**config.mk**
```make
export PLATFORM = sky130hd
export DESIGN_NAME = spi_cs_timed_master
export DESIGN_NICKNAME = d
export VERILOG_FILES = /design/src/rtl/spi_ct_pkg.sv /design/src/rtl/spi_ct_cfg.sv /design/src/rtl/spi_ct_seq.sv /design/src/rtl/spi_ct_shift.sv /design/src/rtl/spi_cs_timed_master.sv
export SDC_FILE = /design/constraint.sdc
export NUM_CORES = 1
export LEC_CHECK = 0
export ABC_CLOCK_PERIOD_IN_PS = 3650
export BUFFER_PORTS_ARGS = -buffer_cell sky130_fd_sc_hd__buf_2
export CORE_MARGIN = 2
export CORE_UTILIZATION = 60
export CTS_CLUSTER_SIZE = 10
export DETAILED_ROUTE_END_ITERATION = 12
export HOLD_SLACK_MARGIN = 0.08
export MAX_ROUTING_LAYER = met4
export PLACE_DENSITY = 0.82
export SLEW_MARGIN = 20
export SYNTH_ARGS = -nofsm -noshare
export SYNTH_HDL_FRONTEND = slang
export SYNTH_SLANG_ARGS = --single-unit
```
**constraint.sdc**
```tcl
create_clock -name clk -period 3.65 [get_ports clk]
set_input_delay 0.73 -clock clk [delete_from_list [all_inputs] [get_ports clk]]
set_output_delay 0.73 -clock clk [all_outputs]
set_load 0.01 [all_outputs]
```
**src/rtl/spi_ct_pkg.sv**
```systemverilog
package spi_ct_pkg;

  // Internal delay width: holds hi+lo+2 for 16-bit fields without overflow.
  localparam int DLY_W = 18;
  typedef logic [DLY_W-1:0] dly_t;

  typedef enum logic [2:0] {
    ST_IDLE,
    ST_SETUP,
    ST_HIGH,
    ST_LOW,
    ST_HOLD,
    ST_GAP
  } seq_t;

  // One full SCK period in controller cycles, from the two minus-one fields.
  function automatic dly_t full_period(dly_t hi_m1, dly_t lo_m1);
    return hi_m1 + lo_m1 + dly_t'(2);
  endfunction

  // Converts a requested delay (0 selects the default) into a minus-one counter load.
  function automatic dly_t delay_m1(dly_t req, dly_t period);
    return (req == '0) ? (period - dly_t'(1)) : (req - dly_t'(1));
  endfunction

endpackage

```
**src/rtl/spi_ct_cfg.sv**
```systemverilog
module spi_ct_cfg
  import spi_ct_pkg::*;
#(
  parameter int TW     = 16,
  parameter int IDLE_W = 8
) (
  input  logic              clk,
  input  logic              rst_n,
  input  logic              load,
  input  logic [TW-1:0]     sck_hi_m1,
  input  logic [TW-1:0]     sck_lo_m1,
  input  logic [TW-1:0]     setup_cyc,
  input  logic [TW-1:0]     hold_cyc,
  input  logic [IDLE_W-1:0] idle_cyc,
  output dly_t              setup_m1_now,
  output dly_t              hi_m1_q,
  output dly_t              lo_m1_q,
  output dly_t              hold_m1_q,
  output dly_t              idle_m1_q
);

  dly_t hi_ext, lo_ext, period_now;

  assign hi_ext       = dly_t'(sck_hi_m1);
  assign lo_ext       = dly_t'(sck_lo_m1);
  assign period_now   = full_period(hi_ext, lo_ext);
  assign setup_m1_now = delay_m1(dly_t'(setup_cyc), period_now);

  // Fields are captured only at accept; later input changes wait for the next word.
  always_ff @(posedge clk or negedge rst_n) begin
    if (!rst_n) begin
      hi_m1_q   <= '0;
      lo_m1_q   <= '0;
      hold_m1_q <= '0;
      idle_m1_q <= '0;
    end else if (load) begin
      hi_m1_q   <= hi_ext;
      lo_m1_q   <= lo_ext;
      hold_m1_q <= delay_m1(dly_t'(hold_cyc), period_now);
      idle_m1_q <= delay_m1(dly_t'(idle_cyc), period_now);
    end
  end

endmodule

```
**src/rtl/spi_ct_seq.sv**
```systemverilog
module spi_ct_seq
  import spi_ct_pkg::*;
#(
  parameter int DATA_W = 8
) (
  input  logic clk,
  input  logic rst_n,
  input  logic start,
  input  dly_t setup_m1_now,
  input  dly_t hi_m1,
  input  dly_t lo_m1,
  input  dly_t hold_m1,
  input  dly_t idle_m1,
  output logic ready,
  output logic cs_n,
  output logic sck,
  output logic ev_rise,
  output logic ev_fall,
  output logic ev_release
);

  localparam int BCW = $clog2(DATA_W + 1);

  seq_t           st;
  dly_t           cnt;
  logic [BCW-1:0] nrise;
  logic           cnt_zero, last_bit, ev_last_fall, ev_gap_end;

  assign cnt_zero     = (cnt == '0);
  assign last_bit     = (nrise == BCW'(DATA_W));
  assign ev_rise      = ((st == ST_SETUP) || (st == ST_LOW)) && cnt_zero;
  assign ev_fall      = (st == ST_HIGH) && cnt_zero && !last_bit;
  assign ev_last_fall = (st == ST_HIGH) && cnt_zero && last_bit;
  assign ev_release   = (st == ST_HOLD) && cnt_zero;
  assign ev_gap_end   = (st == ST_GAP) && cnt_zero;
  assign ready        = (st == ST_IDLE) || ev_gap_end;

  always_ff @(posedge clk or negedge rst_n) begin
    if (!rst_n) begin
      st    <= ST_IDLE;
      cnt   <= '0;
      nrise <= '0;
      cs_n  <= 1'b1;
      sck   <= 1'b0;
    end else if (start) begin
      st    <= ST_SETUP;
      cnt   <= setup_m1_now;
      nrise <= '0;
      cs_n  <= 1'b0;
    end else begin
      case (st)
        ST_SETUP, ST_LOW: begin
          if (cnt_zero) begin
            st    <= ST_HIGH;
            sck   <= 1'b1;
            cnt   <= hi_m1;
            nrise <= nrise + BCW'(1);
          end else begin
            cnt <= cnt - dly_t'(1);
          end
        end
        ST_HIGH: begin
          if (ev_last_fall) begin
            st  <= ST_HOLD;
            sck <= 1'b0;
            cnt <= hold_m1;
          end else if (ev_fall) begin
            st  <= ST_LOW;
            sck <= 1'b0;
            cnt <= lo_m1;
          end else begin
            cnt <= cnt - dly_t'(1);
          end
        end
        ST_HOLD: begin
          if (cnt_zero) begin
            st   <= ST_GAP;
            cs_n <= 1'b1;
            cnt  <= idle_m1;
          end else begin
            cnt <= cnt - dly_t'(1);
          end
        end
        ST_GAP: begin
          if (cnt_zero) st <= ST_IDLE;
          else          cnt <= cnt - dly_t'(1);
        end
        default: st <= ST_IDLE;
      endcase
    end
  end

endmodule

```
**src/rtl/spi_ct_shift.sv**
```systemverilog
module spi_ct_shift #(
  parameter int DATA_W = 8
) (
  input  logic              clk,
  input  logic              rst_n,
  input  logic              load,
  input  logic [DATA_W-1:0] tx_word,
  input  logic              ev_rise,
  input  logic              ev_fall,
  input  logic              ev_release,
  input  logic              miso,
  output logic              mosi,
  output logic [DATA_W-1:0] rx_data,
  output logic              done
);

  logic [DATA_W-1:0] tx_sh, rx_sh;

  assign mosi = tx_sh[DATA_W-1];

  always_ff @(posedge clk or negedge rst_n) begin
    if (!rst_n) begin
      tx_sh   <= '0;
      rx_sh   <= '0;
      rx_data <= '0;
      done    <= 1'b0;
    end else begin
      done <= ev_release;
      if (load)         tx_sh <= tx_word;
      else if (ev_fall) tx_sh <= {tx_sh[DATA_W-2:0], 1'b0};
      if (ev_rise)      rx_sh <= {rx_sh[DATA_W-2:0], miso};
      if (ev_release)   rx_data <= rx_sh;
    end
  end

endmodule

```
**src/rtl/spi_cs_timed_master.sv**
```systemverilog
module spi_cs_timed_master
  import spi_ct_pkg::*;
#(
  parameter  int DATA_W      = 8,
  parameter  int WIDE_TIMING = 1,
  localparam int TW          = (WIDE_TIMING != 0) ? 16 : 8,
  localparam int IDLE_W      = 8
) (
  input  logic              clk,
  input  logic              rst_n,
  input  logic [TW-1:0]     cfg_sck_hi_m1,
  input  logic [TW-1:0]     cfg_sck_lo_m1,
  input  logic [TW-1:0]     cfg_setup_cyc,
  input  logic [TW-1:0]     cfg_hold_cyc,
  input  logic [IDLE_W-1:0] cfg_idle_cyc,
  input  logic              in_valid,
  output logic              in_ready,
  input  logic [DATA_W-1:0] in_data,
  output logic [DATA_W-1:0] rx_data,
  output logic              rx_done,
  output logic              spi_sck,
  output logic              spi_mosi,
  input  logic              spi_miso,
  output logic              spi_cs_n
);

  logic start;
  dly_t setup_m1_now, hi_m1_q, lo_m1_q, hold_m1_q, idle_m1_q;
  logic ev_rise, ev_fall, ev_release;

  assign start = in_valid && in_ready;

  spi_ct_cfg #(.TW(TW), .IDLE_W(IDLE_W)) u_cfg (
    .clk          (clk),
    .rst_n        (rst_n),
    .load         (start),
    .sck_hi_m1    (cfg_sck_hi_m1),
    .sck_lo_m1    (cfg_sck_lo_m1),
    .setup_cyc    (cfg_setup_cyc),
    .hold_cyc     (cfg_hold_cyc),
    .idle_cyc     (cfg_idle_cyc),
    .setup_m1_now (setup_m1_now),
    .hi_m1_q      (hi_m1_q),
    .lo_m1_q      (lo_m1_q),
    .hold_m1_q    (hold_m1_q),
    .idle_m1_q    (idle_m1_q)
  );

  spi_ct_seq #(.DATA_W(DATA_W)) u_seq (
    .clk          (clk),
    .rst_n        (rst_n),
    .start        (start),
    .setup_m1_now (setup_m1_now),
    .hi_m1        (hi_m1_q),
    .lo_m1        (lo_m1_q),
    .hold_m1      (hold_m1_q),
    .idle_m1      (idle_m1_q),
    .ready        (in_ready),
    .cs_n         (spi_cs_n),
    .sck          (spi_sck),
    .ev_rise      (ev_rise),
    .ev_fall      (ev_fall),
    .ev_release   (ev_release)
  );

  spi_ct_shift #(.DATA_W(DATA_W)) u_shift (
    .clk        (clk),
    .rst_n      (rst_n),
    .load       (start),
    .tx_word    (in_data),
    .ev_rise    (ev_rise),
    .ev_fall    (ev_fall),
    .ev_release (ev_release),
    .miso       (spi_miso),
    .mosi       (spi_mosi),
    .rx_data    (rx_data),
    .done       (rx_done)
  );

endmodule

```
Word level (Yosys, flattened, before mapping)
Cells that the tools add are included.
Storage, ports and cells
  register bits: 120
  bits in latches: 0
  RAM bits: 0
  memory bits (read-only): 0
  bits of input ports: 84
  output and inout port bits: 13
  word-level logic and storage cells: 90
  memories: 0
Cells by class
  $add $sub $neg: 8
  multiply operators: 0
  divide/modulo/power cells: 0
  order comparisons: 0
  equality and inequality tests: 13
  shifts and indexed selects: 0
  mux-type cells: 28
  bitwise gates (word level): 1
  reduce and logical (&&, ||, !) cells: 27
Operators with widths (count)
  two-way mux 18 bit: 9
  case mux 18 bit (4 select lines): 1
  subtractor 18 x 1 -> 18 bit (second input constant): 2
  subtractor 16 x 1 -> 17 bit (second input constant): 2
  zero test 16 bit: 2
  adder 18 x 2 -> 18 bit (second input constant): 1
  zero test 18 bit: 1
  two-way mux 3 bit: 6
  adder 16 x 16 -> 17 bit: 1
  two-way mux 8 bit: 2
  two-way mux 4 bit: 3
  inequality test 3 x 2 -> 1 bit (second input constant): 4
  case mux 3 bit (4 select lines): 1
  nonzero test 2 bit: 5
  subtractor 8 x 1 -> 9 bit (second input constant): 1
  zero test 8 bit: 1
  AND reduction 4 bit: 2
  logical AND 1 bit: 7
  == test 3 x 2 -> 1 bit (second input constant): 2
  == test 3 bit (second input constant): 2
  AND reduction 2 bit: 3
  two-way mux 1 bit: 5
  nonzero test 5 bit: 1
  adder 4 x 1 -> 4 bit (second input constant): 1
  other kinds (11): 12

Depth between registers and ports, before layout
Gate-level depths: netlist of run 1.
  word-level depth: 7
  depth in mapped cells: 13
  depth with buffers taken out: 13

Modules after synthesis
From an unflattened synthesis of run 1, not the netlist that was laid out.
Second synthesis, totals
  cells, all modules: 832
  area total of the unflattened synthesis: 7971.4 um2
By module, submodules not included
  spi_ct_cfg: instances 1, cells each 464, area each 4499.3 um2
  spi_ct_seq: instances 1, cells each 298, area each 2408.6 um2
  spi_ct_shift: instances 1, cells each 69, area each 1057.3 um2
  spi_cs_timed_master: instances 1, cells each 1, area each 6.3 um2

Least setup slack after synthesis of run 1
Ideal clock, no wire load.
  path type: input to register
  start point: in cfg_sck_hi_m1[0]
  end point: reg u_cfg.hold_m1_q[13]
  setup time: 0.118 ns
  arrival: 3.222 ns
  data required time: 3.532 ns
  setup slack: 0.310 ns
  stages: 12
  cell sequence: ha_1 > inv_1 > fa_1 > nand2b_1 > a211oi_2 > nor3_1 > nor3b_1 > nand4_1 > a21oi_1 > xor2_1 > a21oi_1 > a21o_1
Between the ends
  longest elaborated chain between the ends: 4
Ends and longest elaborated chain
  start: declaration: RTL line spi_cs_timed_master.sv:11  | input logic [TW-1:0] cfg_sck_hi_m1,
  adder 16 x 16 -> 17 bit: RTL line spi_ct_pkg.sv:18  | return hi_m1 + lo_m1 + dly_t'(2);
  adder 18 x 2 -> 18 bit: RTL line spi_ct_pkg.sv:18
  subtractor 18 x 1 -> 18 bit: RTL line spi_ct_pkg.sv:23  | return (req == '0) ? (period - dly_t'(1)) : (req - dly_t'(1));
  two-way mux 18 bit: RTL line spi_ct_pkg.sv:23
  end signal: assignment: RTL line spi_ct_cfg.sv:39  | hold_m1_q <= delay_m1(dly_t'(hold_cyc), period_now);
  end: declaration: RTL line spi_ct_cfg.sv:18  | output dly_t hold_m1_q,
No other way between the ends.
A chain may end at the register's enable or synchronous reset.

Worst setup path after layout of run 1
  start point: reg u_seq.cnt[13]
  end point: out in_ready
Between the ends
  longest elaborated chain between the ends: 3
Ends and longest elaborated chain
  start: declaration: RTL line spi_ct_seq.sv:25  | dly_t cnt;
  start signal: assignment: RTL line spi_ct_seq.sv:47  | cnt <= setup_m1_now;
  start signal: assignment: RTL line spi_ct_seq.sv:56  | cnt <= hi_m1;
  start signal: assignment: RTL line spi_ct_seq.sv:59  | cnt <= cnt - dly_t'(1);
  zero test 18 bit: RTL line spi_ct_seq.sv:29  | assign cnt_zero = (cnt == '0);
  logical AND 1 bit: RTL line spi_ct_seq.sv:35  | assign ev_gap_end = (st == ST_GAP) && cnt_zero;
  logical OR 1 bit: RTL line spi_ct_seq.sv:36  | assign ready = (st == ST_IDLE) || ev_gap_end;
  end: declaration: RTL line spi_cs_timed_master.sv:17  | output logic in_ready,
No other way between the ends.

==> impl_results.md, run 1 <==
- R2R Path Start: u_seq.cnt[13]
- # setup viols final: 0
- Critical-path top delay cell: or4_1
- Vias in the first global route: between 7,000 and 8,000
- Post-Syn Area: 0.00804 sq mm
- Startpoint types: register
- Fin. max-slew vios: 0
- Met3 wire length: between 2 and 2.5 mm
- DIE WIDTH: between 100 and 150 um
- Vias per cell: roughly 6.2
- Layout area overhead: 18.6%
- Commonest non-fill, non-tap cell in the layout: nand2_1
- Sequential share of the synthesized area: 0.373
- Reg-to-reg slack, setup: 0.45 ns
- Leakage power: between 4 and 5 nW
- Post-synthesis async set-or-reset flop share: 1.00
- Int Power: ~0.0027 W
- Worst-path clk slew: around 0.060 ns
- Synth area leaders: dfrtp_1 37%, nand2_1 11%, o21ai_0 5.3%
- First-pass GRT wire length: around 38 mm
- CTS sink count: 120
- PortBufs: 96
- Achievable Freq: ~310 MHz
- Top-area cell type share of the netlist area: 0.370
- Pre-CTS WS: roughly 0.029 ns
- Critical path capture point type: primary output
- Top cell type by total area after synthesis: dfrtp_1
- Min-Delay Path Class: in2async
- Initial Utilization: 0.610
- Vias post-DR: about 8,000
- Worst Setup SP: u_seq.cnt[13]
- FF-to-FF path depth: 9
- Synth cell types: just under 70
- Antenna viol nets, final: 0
- Max Cap Viol: 0
- Comb pwr share: 0.138
- Critical path type: reg2out
- Iteration-0 DRC Markers: between 800 and 900
- Avg Inst Size Synth: a little over 8 sq um
- # resized after CTS: 0
- Clk network pwr share: 0.497
- Critical R2R Capture: u_seq.cnt[14]
- Least-Margin Pin Slew: approximately 0.73 ns
- PnR worst setup slack: roughly 0.4 ns
- Total track usage: 0.346
- Number of synthesized flops with an enable pin: 0
- Cells along the critical path: or4_1 -> nor3b_2 -> and3_1 -> nand3_1 -> a21oi_1 -> buf_2
- CTS Buf Count: 17
- HPWL Detailed: roughly 17 mm
- Htree depth: 4
- Top Layer Used: met4
- DIE AREA: approximately 0.014 sq mm
- Worst-Skew Late Latency: 0.43 ns
- Root Buffer: clkbuf_16
- Fin crit period: ~3.3 ns
- Final hold vios: 0
- Main synth FF type: dfrtp_1
- # nets final: around 1,200
- I/O pins: 97
- Yosys synthesis warning count: 0
- Seq cells post-synth: 120
- Grt total ovfl: 0
- Drt first pass iters: 6
- Met2 wire length: around 11 mm
- Wire per inst: around 18 um
- Worst vdd ir: 275 uV
- RSZ-0062 raised after global routing: false
- # DRC: 0
- Core ar.: approximately 0.013 sq mm
- Metal-1 WL: approximately 9.6 mm
- Power per cell area: between 300 and 400 mW/mm^2
- N_diodes: 0
- Worst Path Required: around 2.9 ns
- Final Skew: 0.00443 ns
- Arrival time worst endpoint: around 2.5 ns
- Post-CTS Setup Inserts: 0
- CTS tree: done
- Reg power frac: 0.365
- Synth Instances: 991
- Outcome: completed
- Setup TNS Final: 0 ns
- Initial antenna violation count: 0
- Crit path largest cell delay: around 0.56 ns
- Switching Fraction: 0.262
- Hold_buf cts: 0
- Commonest non-fill, non-tap cells in the layout: 230 x nand2_1, 119 x dfrtp_1, 95 x buf_2
- Crit share post-route: 0.893
- Fill count: between 1,000 and 1,500
- CP Max Fanout: 7
- FP Rows: between 40 and 50
- Layout cells sized above 1: 0.188
- Pin count of the biggest net entering global routing: 57
- Switching pwr: about 0.00096 W
- Syn Nets: 1,100
- GPL Wtd Cong: roughly 1
- WL final: 23.2 mm
- Clock Tree Buf Depth: 2
- Die Y: 120 um
- Slew HR: 0.511
## state kept, by name, summed over array words and instances, names as in the netlist
signal	count
u_cfg.hold_m1_q	18
u_cfg.idle_m1_q	18
u_seq.cnt	18
u_cfg.hi_m1_q	16
u_cfg.lo_m1_q	16
u_shift.rx_data	8
u_shift.rx_sh	8
u_shift.tx_sh	8
u_seq.nrise	4
u_seq.st	3
u_seq.cs_n	1
u_seq.sck	1
u_shift.done	1
## through the flow
step / hold WS, ns / cell area, sq um / cells / power [W] / utilization
2_1_floorplan: 0.434 / 8040 / 991 / 0.00164 / -
3_3_place_gp: 0.451 / 8900 / 1259 / 0.00185 / 0.675
3_5_place_dp: 0.462 / 8900 / 1259 / 0.00185 / 0.675
4_1_cts: 0.385 / 9540 / 1291 / 0.00365 / 0.723
5_1_grt: 0.416 / 9540 / 1291 / 0.00377 / 0.723
6_report: 0.368 / 9540 / 1291 / 0.00365 / 0.723
## synth_stat cells (all sizes together), types with 17 or more instances
master,n
clkbuf,23
nand3,24
inv,21
dfrtp,119
xnor2,36
a21oi,67
o21ai,88
nor3,25
xor2,22
ha,24
nand2,231
nor2,66
buf,26
mux2,17
## how the worst max path moves through the flow
stage / cells past startpoint / slack, ns / endpoint
5_1_grt: 12 / 0.1 / u_seq.cnt[15]
3_3_place_gp: 13 / 0.14 / u_cfg.idle_m1_q[16]
6_report: 6 / 0.39 / in_ready
2_1_floorplan: 12 / 0.31 / u_cfg.hold_m1_q[13]
3_5_place_dp: 12 / 0.03 / u_seq.cnt[15]
4_1_cts: 6 / 0.41 / in_ready
## per-layer routing
layer  vias to the layer above  global-route usage
met5                         -                   -
met4                         0               0.124
met3                        55              0.0623
met2                       418               0.543
met1                      3756               0.454
li1                       3766                   -
## critical path: cells and delay by family, from the launching register on
| family | cells | cell delay (ns) |
|---|---|---|
| AND/OR/NAND/NOR | 4 | 1.13 |
| flip-flops | 1 | 0.45 |
| buffers and inverters | 1 | 0.19 |
| AO/OA/AOI/OAI | 1 | 0.32 |
## power by group through the flow
stage | logic (W) | registers, W | clock network [W]
4_1_cts | 0.000499 | 0.00133 | 0.00182
3_3_place_gp | 0.000491 | 0.00135 | 0
3_5_place_dp | 0.000495 | 0.00135 | 0
5_1_grt | 0.000561 | 0.00133 | 0.00188
6_report | 0.000505 | 0.00133 | 0.00182
2_1_floorplan | 0.000286 | 0.00136 | 0
## layout make-up
| cell class | count | area, sq um | share of cell area |
|---|---|---|---|
| Sequential cell | 120 | 3000 | 0.315 |
| Tap cell | 176 | 220 | 0.0231 |
| Clock inverter | 14 | 198 | 0.0207 |
| Timing Repair Buffer | 141 | 858 | 0.0900 |
| Clock buffer | 18 | 439 | 0.0460 |
| Inverter | 21 | 78.8 | 0.00826 |
| Multi-Input combinational cell | 801 | 4740 | 0.497 |
## logic make-up (layout without fill, tap and decap cells)
| family | Yosys count | after routing | synth area share |
|---|---|---|---|
| compound gates | 266 | 266 | 0.207 |
| xor+xnor | 58 | 58 | 0.0632 |
| fa+ha+maj | 25 | 25 | 0.0398 |
| buf+inv | 70 | 194 | 0.0375 |
| flops | 120 | 120 | 0.373 |
| mux | 24 | 24 | 0.0325 |
| simple gates | 428 | 428 | 0.247 |
No activity file was read; power rests on OpenSTA's default activity.
==> inputs of run 2 (changes only) <==
--- a/config.mk
+++ b/config.mk
@@ -7,13 +7,15 @@
 export LEC_CHECK = 0
 export ABC_CLOCK_PERIOD_IN_PS = 3650
 export BUFFER_PORTS_ARGS = -buffer_cell sky130_fd_sc_hd__buf_2
+export CELL_PAD_IN_SITES_DETAIL_PLACEMENT = 1
+export CELL_PAD_IN_SITES_GLOBAL_PLACEMENT = 2
 export CORE_MARGIN = 2
-export CORE_UTILIZATION = 60
+export CORE_UTILIZATION = 38
 export CTS_CLUSTER_SIZE = 10
 export DETAILED_ROUTE_END_ITERATION = 12
 export HOLD_SLACK_MARGIN = 0.08
 export MAX_ROUTING_LAYER = met4
-export PLACE_DENSITY = 0.82
+export PLACE_DENSITY_LB_ADDON = 0.1
 export SLEW_MARGIN = 20
 export SYNTH_ARGS = -nofsm -noshare
 export SYNTH_HDL_FRONTEND = slang
==> impl_results.md, run 2 (synthesized netlist as in run 1, its figures left out) <==
- Outcome: completed
- CTS tree: done
- Reg-to-reg slack, setup: 0.55 ns (+0.10 ns)
- Least-Margin Pin Slew: 0.871 ns (+0.137 ns)
- Clock Tree Buf Depth: 2 (unchanged)
- Core ar.: 0.0209 sq mm (+58%)
- Vias in the first global route: 7,900 (+1.6%)
- Worst-path clk slew: 0.06 ns (about the same)
- Wire per inst: 19.9 um (+11%)
- Critical path capture point type: register
- Critical R2R Capture: u_seq.cnt[12]
- Hold Slack: 0.390 ns (+0.0216 ns)
- Leakage power: 4.59 nW (+2.0%)
- Initial antenna violation count: 0 (unchanged)
- Die Y: 149 um (+25%)
- FP Rows: 53 (+26%)
- CTS sink count: 120 (unchanged)
- Initial Utilization: 0.385 (-0.225)
- PnR worst setup slack: 0.327 ns (-0.0640 ns)
- Htree depth: 4 (unchanged)
- Post-CTS Setup Inserts: 0 (unchanged)
- Max Cap Viol: 0 (unchanged)
- R2R Path Start: u_seq.cnt[13]
- Drt first pass iters: 5 (-1)
- Crit share post-route: 0.910 (+0.0175)
- Int Power: 0.00271 W (+0.58%)
- Power per cell area: 380 mW/mm^2 (-0.62%)
- Commonest non-fill, non-tap cells in the layout: 230 x nand2_1, 119 x dfrtp_1, 95 x buf_2
- Worst vdd ir: 258 uV (-6.0%)
- First-pass GRT wire length: 43.8 mm (+15%)
- WL final: 28.0 mm (+21%)
- Achievable Freq: 301 MHz (-1.9%)
- Fin. max-slew vios: 0 (unchanged)
- Vias post-DR: 7,827 (-2.1%)
- DIE AREA: 0.0223 sq mm (+56%)
- Arrival time worst endpoint: 3.61 ns (+1.08 ns)
- Iteration-0 DRC Markers: 385 (-56%)
- Commonest non-fill, non-tap cell in the layout: nand2_1
- Grt total ovfl: 0 (unchanged)
- Pin count of the biggest net entering global routing: 59 (+3.5%)
- GPL Wtd Cong: 0.847 (-16%)
- Switching pwr: 0.00102 W (+6.4%)
- Fin crit period: 3.32 ns (+0.0640 ns)
- Switching Fraction: 0.273 (+0.0110)
- Comb pwr share: 0.147 (+0.009)
- Setup TNS Final: 0 ns (unchanged)
- # setup viols final: 0 (unchanged)
- # nets final: 1,229 (+1.5%)
- Layout area overhead: 21.9%
- # DRC: 0 (unchanged)
- Hold_buf cts: 0 (unchanged)
- Min-Delay Path Class: in2async
- I/O pins: 97 (unchanged)
- Pre-CTS WS: -0.116 ns (-0.144 ns)
- Worst Setup SP: cfg_sck_hi_m1[0]
- CTS Buf Count: 17 (unchanged)
- Layout cells sized above 1: 0.201 (+0.0129)
- DIE WIDTH: 149 um (+25%)
- Final Skew: 0.0145 ns (+0.0101 ns)
- Clk network pwr share: 0.496 (about the same)
- Antenna viol nets, final: 0 (unchanged)
- Final hold vios: 0 (unchanged)
- Vias per cell: 5.56 (-10%)
- HPWL Detailed: 21.7 mm (+30%)
- # resized after CTS: 0 (unchanged)
- Total track usage: 0.264 (-0.0820)
- Reg power frac: 0.357 (-0.008)
- Slew HR: 0.417 (-0.0932)
- Critical Path End: u_cfg.hold_m1_q[16]
- FF-to-FF path depth: 10 (+1)
- PortBufs: 96 (unchanged)
- N_diodes: 0 (unchanged)
- Worst-Skew Late Latency: 0.43 ns (about the same)
- CP Max Fanout: 8 (+1)
- Worst Path Required: 3.93 ns (+1.01 ns)
- Root Buffer: clkbuf_16
- Critical path type: in2reg
- Largest registers: u_cfg.hold_m1_q x18, u_cfg.idle_m1_q x18, u_seq.cnt x18
- RSZ-0062 raised after global routing: false
- Startpoint types: input pin
run 2: changes by cell type in the layout (fill, tap and decap cells not counted):
| cell | change |
|---|---|
| buf_4 | +18 |
| inv_6 | +5 |
| clkinv_4 | -3 |
| clkbuf_8 | -1 |
| clkinv_2 | -1 |
| clkinvlp_4 | -1 |
| inv_8 | +1 |
run 2: worst max-delay path, cell delays in order:
cell	delay (ns)
buf_2	0.09
ha_1	0.21
inv_1	0.07
fa_1	0.38
nand2b_1	0.21
a211oi_2	0.21
buf_4	0.19
o211ai_1	0.14
and2_1	0.20
a32oi_1	0.28
a21oi_1	0.17
and4bb_1	0.23
xnor2_1	0.33
o21ai_0	0.16
run 2: worst min path at each step:
stage | startpoint | endpoint | slack [ns] | cells after the start
final | rst_n | u_shift.rx_data[5] | 0.39 | 1
after global routing | rst_n | u_shift.rx_sh[5] | 0.44 | 1
after CTS | rst_n | u_shift.rx_data[5] | 0.42 | 1
after detailed placement | u_cfg.idle_m1_q[8] | u_cfg.idle_m1_q[8] | 0.46 | 2
after global placement | u_shift.tx_sh[7] | u_shift.tx_sh[7] | 0.45 | 2
after floorplan | rst_n | u_cfg.hi_m1_q[0] | 0.43 | 0
run 2: power groups by stage:
stage                     logic (W)  clock network (W)  registers [W]
after floorplan            0.000286                  0        0.00136
after global placement     0.000540                  0        0.00135
after detailed placement   0.000547                  0        0.00135
after CTS                  0.000550            0.00188        0.00133
after global routing       0.000601            0.00193        0.00133
final                      0.000548            0.00185        0.00133
run 2: stage by stage:
stage | instances | instance area [sq um] | total power [W] | utilization
final | 1408 | 9800 | 0.00373 | 0.469
after global routing | 1408 | 9800 | 0.00386 | 0.469
after CTS | 1408 | 9800 | 0.00376 | 0.469
after detailed placement | 1376 | 9160 | 0.00190 | 0.439
after global placement | 1376 | 9160 | 0.00189 | 0.439
after floorplan | 991 | 8040 | 0.00164 | -
run 2: layer usage:
layer,vias to the layer above,track usage,part of all wire
met3,23,0.0448,0.041
met4,0,0.0638,0.016
li1,3786,-,-
met5,-,-,0
met2,166,0.428,0.47
met1,3852,0.346,0.47
run 2: area by class of cell:
class                      count  area (sq um)
clock buffer                  17           425
clock inverter                15           214
fill                        2583         11100
inverter                      21          78.8
multi-input combinational    801          4740
sequential                   120          3000
tap                          275           344
timing repair buffer         159           993
==> inputs of run 3 (changes only) <==
--- a/config.mk
+++ b/config.mk
@@ -15,7 +15,8 @@
 export DETAILED_ROUTE_END_ITERATION = 12
 export HOLD_SLACK_MARGIN = 0.08
 export MAX_ROUTING_LAYER = met4
-export PLACE_DENSITY_LB_ADDON = 0.1
+export PLACE_DENSITY_LB_ADDON = 0.05
+export SETUP_SLACK_MARGIN = 0.05
 export SLEW_MARGIN = 20
 export SYNTH_ARGS = -nofsm -noshare
 export SYNTH_HDL_FRONTEND = slang
==> impl_results.md, run 3 (synthesized netlist as in run 1, its figures left out) <==
- Outcome: completed
- Worst Path Required: 2.92 ns (-1.01 ns)
- CP top delay family: simple AND/OR/NAND/NOR gates
- HPWL Detailed: 21.2 mm (-2.5%)
- Die Y: 149 um (unchanged)
- Switching Fraction: 0.286 (+0.0136)
- Cells along the critical path: or4_1 -> nor3b_2 -> and3_1 -> nand3_1 -> a21oi_1 -> buf_2
- Critical path buffers and inverters: 1 (-2)
- R2R Path Start: u_seq.cnt[13]
- # setup viols final: 0 (unchanged)
- Achievable Freq: 297 MHz (-1.3%)
- Int Power: 0.00256 W (-5.4%)
- Commonest non-fill, non-tap cell in the layout: nand2_1
- CTS tree: done
- Layout cells sized above 1: 0.197 (-0.00390)
- Arrival time worst endpoint: 2.64 ns (-0.97 ns)
- Area occupied by multi-input gates: 0.00476 sq mm (+0.42%)
- Vias post-DR: 7,720 (-1.4%)
- Max Cap Viol: 0 (unchanged)
- GPL Wtd Cong: 0.868 (+2.4%)
- N_diodes: 0 (unchanged)
- DIE WIDTH: 149 um (unchanged)
- Total track usage: 0.268 (+0.00359)
- Critical-path top delay cell: or4_1
- Worst Setup SP: u_seq.cnt[13]
- Hold_buf cts: 0 (unchanged)
- PortBufs: 96 (unchanged)
- FF+latch area: 0.00300 sq mm (unchanged)
- CTS Buf Count: 17 (unchanged)
- Pre-CTS WS: -0.0758 ns (+0.0399 ns)
- Antenna viol nets, final: 0 (unchanged)
- Fin crit period: 3.37 ns (+0.0443 ns)
- Layout area overhead: 20.9%
- Comb pwr share: 0.152 (+0.005)
- Clock Tree Buf Depth: 2 (unchanged)
- Initial Utilization: 0.385 (unchanged)
- PnR worst setup slack: 0.283 ns (-0.0443 ns)
- Crit path largest cell delay: 0.59 ns (+0.21 ns)
- Worst-Skew Late Latency: 0.43 ns (about the same)
- Final Util: 0.466 (-0.00365)
- Slew HR: 0.444 (+0.0267)
- Root Buffer: clkbuf_16
- Core ar.: 0.0209 sq mm (unchanged)
- CTS sink count: 120 (unchanged)
- Grt total ovfl: 0 (unchanged)
- Post-CTS Setup Inserts: 0 (unchanged)
- Wire per inst: 19.9 um (about the same)
- # DRC: 0 (unchanged)
- Reg power frac: 0.370 (+0.013)
- Reg-to-reg slack, setup: 0.55 ns (about the same)
- Commonest non-fill, non-tap cells in the layout: 230 x nand2_1, 119 x dfrtp_1, 95 x buf_2
- Htree depth: 4 (unchanged)
- Vias per cell: 5.51 (-0.80%)
- Iteration-0 DRC Markers: 354 (-8.1%)
- Vias in the first global route: 7,932 (+0.41%)
- Switching pwr: 0.00103 W (+1.2%)
- Worst vdd ir: 234 uV (-9.2%)
- Critical path type: reg2out
- Drt first pass iters: 5 (unchanged)
- Largest registers: u_cfg.hold_m1_q x18, u_cfg.idle_m1_q x18, u_seq.cnt x18
- # nets final: 1,221 (-0.65%)
- Power per cell area: 369 mW/mm^2 (-2.9%)
- Clk network pwr share: 0.478 (-0.018)
- CP Max Fanout: 7 (-1)
- Leakage power: 4.54 nW (-1.1%)
- WL final: 27.8 mm (-0.63%)
- Crit share post-route: 0.923 (+0.0121)
- RSZ-0062 raised after global routing: false
- Pin count of the biggest net entering global routing: 61 (+3.4%)
- # resized after CTS: 0 (unchanged)
- Fin. max-slew vios: 0 (unchanged)
- I/O pins: 97 (unchanged)
- Final hold vios: 0 (unchanged)
- FP Rows: 53 (unchanged)
- Worst-path clk slew: 0.06 ns (about the same)
- Critical path capture point type: primary output
- Final Skew: 0.00856 ns (-0.00596 ns)
- Least-Margin Pin Slew: 0.831 ns (-0.0399 ns)
- Min-Delay Path Class: in2async
- DIE AREA: 0.0223 sq mm (unchanged)
- Fill count: 2,576 (-0.27%)
- Startpoint types: register
- Initial antenna violation count: 0 (unchanged)
- First-pass GRT wire length: 44.4 mm (+1.3%)
-- run 3: area by class of cell --
type / instances / area share
clock inverters: 15 / 0.0170
inverters: 21 / 0.00810
clock buffers: 17 / 0.0437
repair buffers: 151 / 0.0973
multi-input cells: 801 / 0.490
well taps: 275 / 0.0354
flip-flops and latches: 120 / 0.309
-- run 3: power by group through the flow --
stage          Sequential, W  Combinational [W]  Clock [W]
3_3_place_gp         0.00135           0.000536          0
2_1_floorplan        0.00136           0.000286          0
5_1_grt              0.00133           0.000600    0.00181
4_1_cts              0.00133           0.000542    0.00175
6_report             0.00133           0.000545    0.00172
3_5_place_dp         0.00135           0.000538          0
-- run 3: final timing paths --
kind,end,cells past startpoint
min in group clk,u_cfg.hold_m1_q[4],1
max in group asynchronous,u_seq.cnt[14],2
worst max-delay path,in_ready,6
worst min-delay path,u_shift.rx_data[7],1
worst max register to register,u_seq.cnt[13],11
worst min register to register,u_cfg.hold_m1_q[4],1
-- run 3: layer usage --
metal | GRT usage | vias to the layer above | share of wire
met1 | 0.362 | 3767 | 0.48
li1 | - | 3775 | -
met5 | - | - | 0
met3 | 0.0369 | 20 | 0.036
met4 | 0.0543 | 0 | 0.012
met2 | 0.431 | 158 | 0.47
-- run 3: through the flow --
step / std cells / power (W) / hold slack, ns / TNS (ns) / cell area, sq um
after floorplan: 991 / 0.00164 / 0.434 / 0 / 8040
after global placement: 1368 / 0.00189 / 0.456 / 0 / 9120
after detailed placement: 1368 / 0.00189 / 0.463 / -0.399 / 9120
after CTS: 1400 / 0.00362 / 0.409 / 0 / 9710
after global routing: 1400 / 0.00374 / 0.427 / 0 / 9730
final: 1400 / 0.00359 / 0.365 / 0 / 9730
